File: config.mk
export PLATFORM = sky130hd
export DESIGN_NAME = wdt_two_stage
export DESIGN_NICKNAME = d
export VERILOG_FILES = /design/src/rtl/wdt_pkg.sv /design/src/rtl/wdt_core.sv /design/src/rtl/wdt_regs.sv /design/src/rtl/wdt_two_stage.sv
export SDC_FILE = /design/constraint.sdc
export NUM_CORES = 1
export LEC_CHECK = 0
export CORE_MARGIN = 1
export CORE_UTILIZATION = 46
export DETAILED_ROUTE_END_ITERATION = 16
export PLACE_DENSITY = 0.72
export SKIP_CTS_REPAIR_TIMING = 1
export SLEW_MARGIN = 10
export SYNTH_ARGS = -nofsm -noshare
export SYNTH_HDL_FRONTEND = slang
export SYNTH_SLANG_ARGS = --single-unit
File: constraint.sdc
create_clock -name clk -period 5.5 [get_ports clk]
set_input_delay 1.375 -clock clk [delete_from_list [all_inputs] [get_ports clk]]
set_output_delay 1.375 -clock clk [all_outputs]
set_load 0.005 [all_outputs]
File: src/rtl/wdt_pkg.sv
package wdt_pkg;
  localparam int CNT_W   = 16;
  localparam int LEG_W   = 8;
  localparam int ADDR_W  = 3;
  localparam int MIN_TMO = 2;
  localparam int TMO_RST = 4;
  localparam int HALT_BIT = 11;
  localparam int KEEP_BIT = 9;

  localparam logic [ADDR_W-1:0] A_RELOAD = 3'd0;
  localparam logic [ADDR_W-1:0] A_TMO    = 3'd1;
  localparam logic [ADDR_W-1:0] A_STSA   = 3'd2;
  localparam logic [ADDR_W-1:0] A_STSB   = 3'd3;
  localparam logic [ADDR_W-1:0] A_CTRL   = 3'd4;
  localparam logic [ADDR_W-1:0] A_INTEN  = 3'd5;
  localparam logic [ADDR_W-1:0] A_NORB   = 3'd6;

  typedef struct packed {
    logic reload;
    logic run;
    logic tick;
  } ctlStrobes_t;

  function automatic logic [CNT_W-1:0] clampTmo(input logic ext, input logic [CNT_W-1:0] d);
    logic [CNT_W-1:0] v;
    v = ext ? d : {{(CNT_W-LEG_W){1'b0}}, d[LEG_W-1:0]};
    if (v < CNT_W'(MIN_TMO)) v = CNT_W'(MIN_TMO);
    return v;
  endfunction
endpackage

File: src/rtl/wdt_core.sv
module wdt_core
  import wdt_pkg::*;
(
  input  logic             clk,
  input  logic             rstN,
  input  ctlStrobes_t      strb,
  input  logic [CNT_W-1:0] tmoVal,
  output logic [CNT_W-1:0] count,
  output logic             expFirst,
  output logic             expSecond
);
  logic stage;
  logic expire;

  assign expire    = strb.tick && strb.run && !strb.reload && (count <= CNT_W'(1));
  assign expFirst  = expire && !stage;
  assign expSecond = expire && stage;

  always_ff @(posedge clk or negedge rstN) begin
    if (!rstN) begin
      count <= CNT_W'(TMO_RST);
      stage <= 1'b0;
    end else if (strb.reload) begin
      count <= tmoVal;
      stage <= 1'b0;
    end else if (strb.tick && strb.run) begin
      if (count <= CNT_W'(1)) begin
        count <= tmoVal;
        stage <= 1'b1;
      end else begin
        count <= count - CNT_W'(1);
      end
    end
  end


  count_nonzero_chk: assert property (@(posedge clk) disable iff (!rstN) count != '0);

  reload_load_chk: assert property (@(posedge clk) disable iff (!rstN)
    strb.reload |=> count == $past(tmoVal));

  halt_freeze_chk: assert property (@(posedge clk) disable iff (!rstN)
    (!strb.run && !strb.reload) |=> $stable(count));
endmodule

File: src/rtl/wdt_regs.sv
module wdt_regs
  import wdt_pkg::*;
(
  input  logic              clk,
  input  logic              rstN,
  input  logic              porN,
  input  logic              tickEn,
  input  logic              extMode,
  input  logic              noRebootLock,
  input  logic              busWr,
  input  logic              busRd,
  input  logic [ADDR_W-1:0] busAddr,
  input  logic [CNT_W-1:0]  busWrData,
  output logic [CNT_W-1:0]  busRdData,
  input  logic [CNT_W-1:0]  count,
  input  logic              expFirst,
  input  logic              expSecond,
  output ctlStrobes_t       strb,
  output logic [CNT_W-1:0]  tmoVal,
  output logic              smiOut,
  output logic              rstReq
);
  logic halt, keepBit, intEn, noRebootReg, noRebootEff;
  logic firstTo, secondTo, bootSts;
  logic wrTmo, wrStsA, wrStsB, wrCtrl, wrInt, wrNorb;

  assign wrTmo  = busWr && busAddr == A_TMO;
  assign wrStsA = busWr && busAddr == A_STSA;
  assign wrStsB = busWr && busAddr == A_STSB;
  assign wrCtrl = busWr && busAddr == A_CTRL;
  assign wrInt  = busWr && busAddr == A_INTEN;
  assign wrNorb = busWr && busAddr == A_NORB;

  assign strb.reload = busWr && busAddr == A_RELOAD;
  assign strb.run    = !halt;
  assign strb.tick   = tickEn;

  assign noRebootEff = noRebootReg || noRebootLock;

  always_ff @(posedge clk or negedge rstN) begin
    if (!rstN) begin
      tmoVal      <= CNT_W'(TMO_RST);
      halt        <= 1'b1;
      keepBit     <= 1'b0;
      intEn       <= 1'b0;
      noRebootReg <= 1'b1;
      firstTo     <= 1'b0;
      bootSts     <= 1'b0;
      smiOut      <= 1'b0;
      rstReq      <= 1'b0;
    end else begin
      if (wrTmo) tmoVal <= clampTmo(extMode, busWrData);
      if (wrCtrl) begin
        halt    <= busWrData[HALT_BIT];
        keepBit <= busWrData[KEEP_BIT];
      end
      if (wrInt)  intEn <= busWrData[0];
      if (wrNorb) noRebootReg <= busWrData[0];
      if (expFirst) firstTo <= 1'b1;
      else if (wrStsA && busWrData[0]) firstTo <= 1'b0;
      if (expSecond) bootSts <= 1'b1;
      else if (wrStsB && busWrData[1] && !busWrData[0]) bootSts <= 1'b0;
      smiOut <= firstTo && intEn;
      if (expSecond && !noRebootEff) rstReq <= 1'b1;
    end
  end

  always_ff @(posedge clk or negedge porN) begin
    if (!porN) secondTo <= 1'b0;
    else if (expSecond) secondTo <= 1'b1;
    else if (wrStsB && busWrData[0]) secondTo <= 1'b0;
  end

  always_comb begin
    busRdData = '0;
    if (busRd) begin
      case (busAddr)
        A_RELOAD: busRdData = count;
        A_TMO:    busRdData = tmoVal;
        A_STSA:   busRdData[0] = firstTo;
        A_STSB:   busRdData[1:0] = {bootSts, secondTo};
        A_CTRL: begin
          busRdData[HALT_BIT] = halt;
          busRdData[KEEP_BIT] = keepBit;
        end
        A_INTEN:  busRdData[0] = intEn;
        A_NORB:   busRdData[0] = noRebootEff;
        default:  busRdData = '0;
      endcase
    end
  end


  rst_cause_chk: assert property (@(posedge clk) disable iff (!rstN || !porN)
    $rose(rstReq) |-> secondTo);

  locked_no_reset_chk: assert property (@(posedge clk) disable iff (!rstN)
    noRebootLock |-> !$rose(rstReq));

  smi_gate_chk: assert property (@(posedge clk) disable iff (!rstN)
    $rose(smiOut) |-> $past(intEn) && $past(firstTo));
endmodule

File: src/rtl/wdt_two_stage.sv
module wdt_two_stage
  import wdt_pkg::*;
(
  input  logic        clk,
  input  logic        rstN,
  input  logic        porN,
  input  logic        tickEn,
  input  logic        extMode,
  input  logic        noRebootLock,
  input  logic        busWr,
  input  logic        busRd,
  input  logic [2:0]  busAddr,
  input  logic [15:0] busWrData,
  output logic [15:0] busRdData,
  output logic        smiOut,
  output logic        rstReq
);
  logic sysRstN;
  ctlStrobes_t strb;
  logic [CNT_W-1:0] tmoVal, count;
  logic expFirst, expSecond;

  assign sysRstN = rstN && porN;

  wdt_regs u_regs (
    .clk(clk), .rstN(sysRstN), .porN(porN), .tickEn(tickEn), .extMode(extMode),
    .noRebootLock(noRebootLock), .busWr(busWr), .busRd(busRd), .busAddr(busAddr),
    .busWrData(busWrData), .busRdData(busRdData), .count(count), .expFirst(expFirst),
    .expSecond(expSecond), .strb(strb), .tmoVal(tmoVal), .smiOut(smiOut), .rstReq(rstReq)
  );

  wdt_core u_core (
    .clk(clk), .rstN(sysRstN), .strb(strb), .tmoVal(tmoVal), .count(count),
    .expFirst(expFirst), .expSecond(expSecond)
  );
endmodule

## Word level (Yosys, flattened, before mapping)

Index checks and enable logic that the tools add are counted.

| operators by class | value |
|---|---|
| magnitude comparators | 2 |
| reduce and logical (&&, ||, !) cells | 32 |
| mux-type cells | 22 |
| equality and inequality tests | 6 |
| add/sub/neg operators | 1 |

Operator list:

| operator | count |
|---|---|
| $mux 16 | 6 |
| $logic_and 1x1->1 | 19 |
| $le 16x1->1 const B | 1 |
| $lt 16x2->1 const B | 1 |
| $sub 16x1->16 const B | 1 |
| $pmux 7 s2 | 1 |
| $reduce_bool 2->1 | 5 |
| $eq 3x3->1 const B | 3 |
| $mux 1 | 9 |
| $pmux 1 s3 | 3 |
| $pmux 4 s2 | 1 |
| $eq 3x2->1 const B | 2 |
| $pmux 1 s6 | 1 |
| $logic_not 1->1 | 5 |
| $eq 3x1->1 const B | 1 |
| $logic_not 3->1 | 1 |
| $pmux 1 s2 | 1 |
| $reduce_and 2->1 | 1 |
| $logic_or 1x1->1 | 1 |

| storage, ports and cells | value |
|---|---|
| register bits after elaboration | 42 |
| input bits | 27 |
| word-level logic and storage cells | 75 |
| output and inout bits | 18 |

## Longest topological paths before layout

Gate-level depths: netlist of the first run.

| logic depth | value |
|---|---|
| word-level depth | 7 |
| mapped depth | 7 |
| depth with buffers taken out | 7 |

## Cells and area by module

From an unflattened synthesis of the first run, not the netlist that was laid out.

| second synthesis, totals | value |
|---|---|
| cell total of the unflattened synthesis | 282 |
| area total of the unflattened synthesis | 2578.7 um^2 |

Modules (own cells, without submodules):

| module | instances | cells each | area an instance (um^2) |
|---|---|---|---|
| wdt_regs | 1 | 144 | 1425.1 |
| wdt_core | 1 | 137 | 1147.4 |
| wdt_two_stage | 1 | 1 | 6.3 |

## Least setup slack after synthesis of the first run

OpenSTA, ideal clock, no wires.

| timing | value |
|---|---|
| kind | input to output |
| from | input port busAddr[0] |
| to | output port busRdData[10] |
| stages | 4 |
| arrival | 2.452 ns |
| setup slack | 1.673 ns |
| required time | 4.125 ns |
| path through | clkbuf_1 > clkbuf_1 > mux2i_1 > nor2_1 |

| between the ends | value |
|---|---|
| cells in the longest elaborated chain, start to end | 3 |
| elaborated cells between the ends (all ways) | 4 |

Ends and longest elaborated chain:

| what | line | source |
|---|---|---|
| from (decl) | wdt_two_stage.sv:12 | `input logic [2:0] busAddr,` |
| $eq 3x1->1 / $logic_not 3->1 (equally long branches) | wdt_regs.sv:77 | `case (busAddr)` |
| $pmux 1 s2 (*) | wdt_regs.sv:77 |  |
| $mux 16 (*) | wdt_regs.sv:76 | `if (busRd) begin` |
| to (decl) | wdt_two_stage.sv:14 | `output logic [15:0] busRdData,` |

Mark *: on every way between the ends. The rest lies on a longest branch, timed or not.

## Worst setup path in the final report of the first run

| timing | value |
|---|---|
| from | input port busAddr[1] |
| to | output port busRdData[2] |

| between the ends | value |
|---|---|
| cells in the longest elaborated chain, start to end | 3 |
| elaborated cells between the ends (all ways) | 4 |

Ends and longest elaborated chain:

| what | line |
|---|---|
| $eq 3x1->1 / $logic_not 3->1 (equally long branches) | wdt_regs.sv:77 |
| $pmux 7 s2 (*) | wdt_regs.sv:77 |
| $mux 16 (*) | wdt_regs.sv:76 |

Marks and branches as above.

==> run summary, run 1 <==
Worst Path Arrival - 3.32 ns
Clock Sinks - 42
DRC - 0
CTS max path bufs - 2
Hold Slack - 0.474 ns
CP Launch Type - input port
First-pass iteration count of the detailed router - 4
Largest net degree at the start of global routing - 42
H-tree levels - 2
Die ar. - 0.00554 mm2
RSZ-0062 raised after global routing - no
Setup-failing EPs final - 0
DR iter-0 viols - 134
Synth top area share - 39.4%
Vias - 2,053
Synthesized Nets - 295
Max-Cap Viols - 0
Overflow after GRT - 0
Max Clock Skew - 0.0115 ns
Combinational family with the most area after synthesis - simple AND/OR/NAND/NOR gates
Post-Syn Area per Cell - 9.07 um2
Final WL - 5650 um
Final Hold Viols - 0
Post-synthesis compound-gate area fraction - 15.7%
Worst Reg-to-Reg Cells - 5
HPWL Detailed - 4120 um
# diodes - 0
Final Cycle Share - 85.4%
Row Count - 25
Non-Filler Instances - 376
Flop and latch count out of synthesis - 42
Die Ht - 74.4 um
Status - complete, no violations
Post-synth EDFFs - 0
Via-to-Cell Ratio - 5.46
TNS Setup - 0 ns
Crit path to - busRdData[2]
Register area share after synthesis - 43.8%
Worst R2R Start - u_core.count[10]$_DFFE_PN0P_
Worst-path clk slew - 0.08 ns
Pleak - 1.27 nW
Power Total - 0.997 mW
CP Class - in2out
Antenna-violating nets left - 0
Syn Inst Count - 266
CTS tree - yes
Xor/xnor cell area share of the yosys netlist - 2.54%
Max Slew Vio Count - 0
Die width - 74.4 um
Top Registers - u_core.count x16, u_regs.tmoVal x16
Root buffer cell - clkbuf_8
Reg2reg end - u_core.count[10]$_DFFE_PN0P_
CTS Buf Count - 5
Layout cells sized above 1 - 10.4%
Slew margin rel. - 35.7%
Initial Utilization - 49.5%
I/O Pins - 45
Most numerous cell in the Yosys netlist - nand2_1
Synth top area cells - dfrtp_1 39%, mux2i_1 6.2%, nand2_1 6.2%
Share of flip-flops with an asynchronous set or reset - 100%
Gr usage total - 22.3%
WL/cell - 15.0 um
CP Capture Type - primary output
Pwr dens - 331 mW/mm2
Worst Tran Pin Value - 0.965 ns
Maximum operating frequency - 213 MHz
Design Area, Final - 0.00301 mm2
Port-buffer cells - 44
Max VDD drop - 0.174 mV
Core ar. - 0.00488 mm2
Dpl cell area - 0.00290 mm2
Post-synth design cell area - 0.00241 mm2
Hold crit path type - reg2reg
Clock period minus worst slack - 4.70 ns
Routability cong. - 0.893
First-pass GRT wire length - 9070 um
Post-synth top cells - 40 x nand2_1, 38 x dfrtp_1, 30 x nor2_1
Worst-Skew Late Latency - 0.31 ns
CP max FO - 12
Reg-to-reg slack, setup - 2.90 ns
Final nets - 337
Setup crit start - busAddr[1]
Fillers - 434
Synth area leader - dfrtp_1
Initial antenna violation count - 0
Number of distinct library cells after synthesis - 47
Vias in the first global route - 1,842
Adder-Cell Fraction of Synth Area - 1.04%
Yosys synthesis warning count - 0
DP Cell Count - 368
Data required time of the critical path - 4.12 ns
Post-synthesis mux area share - 10.9%
Area growth from synthesis to layout - 24.6%
Simple-Gate Fraction of Synth Area - 22.7%
Top FF cell, synth - dfrtp_1
==> worst max-delay path: stages <==
cell             delay [ns]
clkdlybuf4s50_1        0.57
nand2b_1               0.26
or2_2                  0.42
nor2_1                 0.17
clkdlybuf4s50_1        0.53
==> stage by stage <==
step	setup slack [ns]	util, %
after floorplan	1.67	-
after global placement	0.845	59.4
after detailed placement	0.779	59.4
after CTS	0.784	61.6
after global routing	0.701	61.6
final	0.801	61.6
==> area by class of cell <==
class	instances	area, um2	area share, %
clock inverters	3	40.0	1.33
multi-input cells	206	1280	42.4
well taps	67	83.8	2.79
clock buffers	5	68.8	2.29
inverters	7	26.3	0.874
flip-flops and latches	42	1060	35.1
repair buffers	46	455	15.1
==> cell usage in the layout, fill, tap and decap left out, drive strengths merged, types with 3 or more instances in the layout <==
cell,count
clkdlybuf4s50,44
nand2,40
dfrtp,38
nor2,30
o21ai,28
mux2i,15
nand3,9
mux2,8
inv,7
a21oi,7
nor3,7
nor4,6
nor2b,5
clkbuf,5
a31oi,4
xnor2,4
dfstp,4
o31ai,4
nor3b,3
or4,3
xor2,3
and2,3
==> layer usage <==
layer	global-route usage, %	wire [um]	up-vias
li1	-	-	1025
met1	31.2	2750	976
met2	34.6	2550	48
met3	4.88	295	4
met4	6.92	50	0
met5	0	0	-
==> logic make-up after synthesis <==
group	Yosys count
adders and majority gates	2
muxes	24
DFF	42
xor gates and xnor gates	7
AOI/OAI and AO/OA	59
buffers and inverters	18
and+or+nand+nor	114
==> worst min-delay path by stage <==
stage | startpoint | endpoint | slack (ns) | depth (start not counted)
floorplan | u_regs.bootSts$_DFFE_PN0P_ | u_regs.bootSts$_DFFE_PN0P_ | 0.46 | 2
global placement | u_regs.rstReq$_DFFE_PN0P_ | u_regs.rstReq$_DFFE_PN0P_ | 0.46 | 2
detailed placement | u_regs.rstReq$_DFFE_PN0P_ | u_regs.rstReq$_DFFE_PN0P_ | 0.46 | 2
CTS | u_regs.rstReq$_DFFE_PN0P_ | u_regs.rstReq$_DFFE_PN0P_ | 0.48 | 2
global route | u_regs.tmoVal[2]$_DFFE_PN1P_ | u_core.count[2]$_DFFE_PN1P_ | 0.51 | 2
finish | u_regs.rstReq$_DFFE_PN0P_ | u_regs.rstReq$_DFFE_PN0P_ | 0.47 | 2
==> where the power goes <==
group          switching [mW]  total, mW  internal [mW]
clock                   0.116      0.250          0.134
combinational           0.131      0.265          0.134
sequential             0.0895      0.482          0.392
total                   0.337      0.997          0.660
(Power assumes the default switching activity.)
==> inputs of run 2 (changes only) <==
CTS_BUF_LIST = sky130_fd_sc_hd__clkbuf_16   (was not set)
==> run summary, run 2 (synthesis results as in run 1) <==
Clock period minus worst slack - 4.71 ns
Final Hold Viols - 0
Slew margin rel. - 37.1%
CP Launch Type - input port
Max Slew Vio Count - 0
CTS tree - yes
DRC - 0
Max Clock Skew - 0.00747 ns
PnR worst setup slack - 0.786 ns
Worst-Skew Late Latency - 0.29 ns
Die Ht - 74.4 um
Maximum operating frequency - 212 MHz
Final WL - 5650 um
Non-Filler Instances - 376
Dpl cell area - 0.00290 mm2
Status - complete, no violations
TNS Setup - 0 ns
Routability cong. - 0.893
Row Count - 25
Setup slack at placement - 0.779 ns
CP Capture Type - primary output
H-tree levels - 2
Worst Tran Pin Value - 0.943 ns
CTS max path bufs - 2
Initial Utilization - 49.5%
CP max FO - 12
CTS Buf Count - 5
Core ar. - 0.00488 mm2
Gr usage total - 22.3%
CP Class - in2out
DP Cell Count - 368
Die ar. - 0.00554 mm2
Antenna-violating nets left - 0
Design Area, Final - 0.00306 mm2
I/O Pins - 45
Commonest non-fill, non-tap cell in the layout - clkdlybuf4s50_1
Vias in the first global route - 1,877
Root buffer cell - clkbuf_16
DR iter-0 viols - 177
Hold crit path type - reg2reg
Clock Sinks - 42
Pleak - 1.30 nW
Reg-to-reg slack, setup - 2.89 ns
Final Cycle Share - 85.7%
Max VDD drop - 0.162 mV
Layout cells sized above 1 - 10.4%
Via-to-Cell Ratio - 5.57
Hold Slack - 0.470 ns
First-pass GRT wire length - 9140 um
Pwr dens - 353 mW/mm2
# diodes - 0
Overflow after GRT - 0
Top Registers - u_core.count x16, u_regs.tmoVal x16
Worst Path Arrival - 3.34 ns
Data required time of the critical path - 4.12 ns
Vias - 2,093
RSZ-0062 raised after global routing - no
Max-Cap Viols - 0
Most frequent cells in the layout - 44 x clkdlybuf4s50_1, 40 x nand2_1, 38 x dfrtp_1
WL/cell - 15.0 um
Setup-failing EPs final - 0
Initial antenna violation count - 0
First-pass iteration count of the detailed router - 4
Area growth from synthesis to layout - 26.9%
Power Total - 1.08 mW
Port-buffer cells - 44
Worst-path clk slew - 0.06 ns
Die width - 74.4 um
Final nets - 337
Largest net degree at the start of global routing - 42
HPWL Detailed - 4120 um
Layout Utilization - 62.8%
run 2: cell types whose count changed in the layout (fill, tap and decap cells not counted):
| cell | change |
|---|---|
| clkbuf_8 | -5 |
| clkbuf_16 | +5 |
run 2: cell type report:
| type | instances | area [um2] |
|---|---|---|
| clock buffers | 5 | 125 |
| clock inverters | 3 | 40.0 |
| fillers | 427 | 1820 |
| inverters | 7 | 26.3 |
| multi-input cells | 206 | 1280 |
| flip-flops and latches | 42 | 1060 |
| well taps | 67 | 83.8 |
| repair buffers | 46 | 455 |
run 2: worst max-delay path, stage by stage:
cell and delay, ns:
clkdlybuf4s50_1 0.57, nand2b_1 0.27, or2_2 0.42, nor2_1 0.17, clkdlybuf4s50_1 0.53
run 2: metal layers:
layer,vias up,global-route usage [%],share of wire [%]
met5,-,0,0
met4,0,6.29,1.1
met3,6,4.47,4.8
met2,67,35.5,46
met1,992,31.0,48
li1,1028,-,-
run 2: worst paths after layout:
path / from / to / cells past startpoint
min in group asynchronous: porN / u_regs.secondTo$_DFFE_PN0P_ / 1
max: busAddr[1] / busRdData[2] / 5
min reg2reg: u_regs.rstReq$_DFFE_PN0P_ / u_regs.rstReq$_DFFE_PN0P_ / 2
max in group asynchronous: porN / u_regs.tmoVal[7]$_DFFE_PN0P_ / 2
min: u_regs.rstReq$_DFFE_PN0P_ / u_regs.rstReq$_DFFE_PN0P_ / 2
max reg2reg: u_core.count[10]$_DFFE_PN0P_ / u_core.count[10]$_DFFE_PN0P_ / 5
run 2: report_power, final:
group / switching, mW / internal, mW / leakage [nW]
clock network: 0.120 / 0.212 / 0.0836
logic: 0.132 / 0.134 / 0.687
registers: 0.0897 / 0.393 / 0.530
total: 0.342 / 0.739 / 1.30
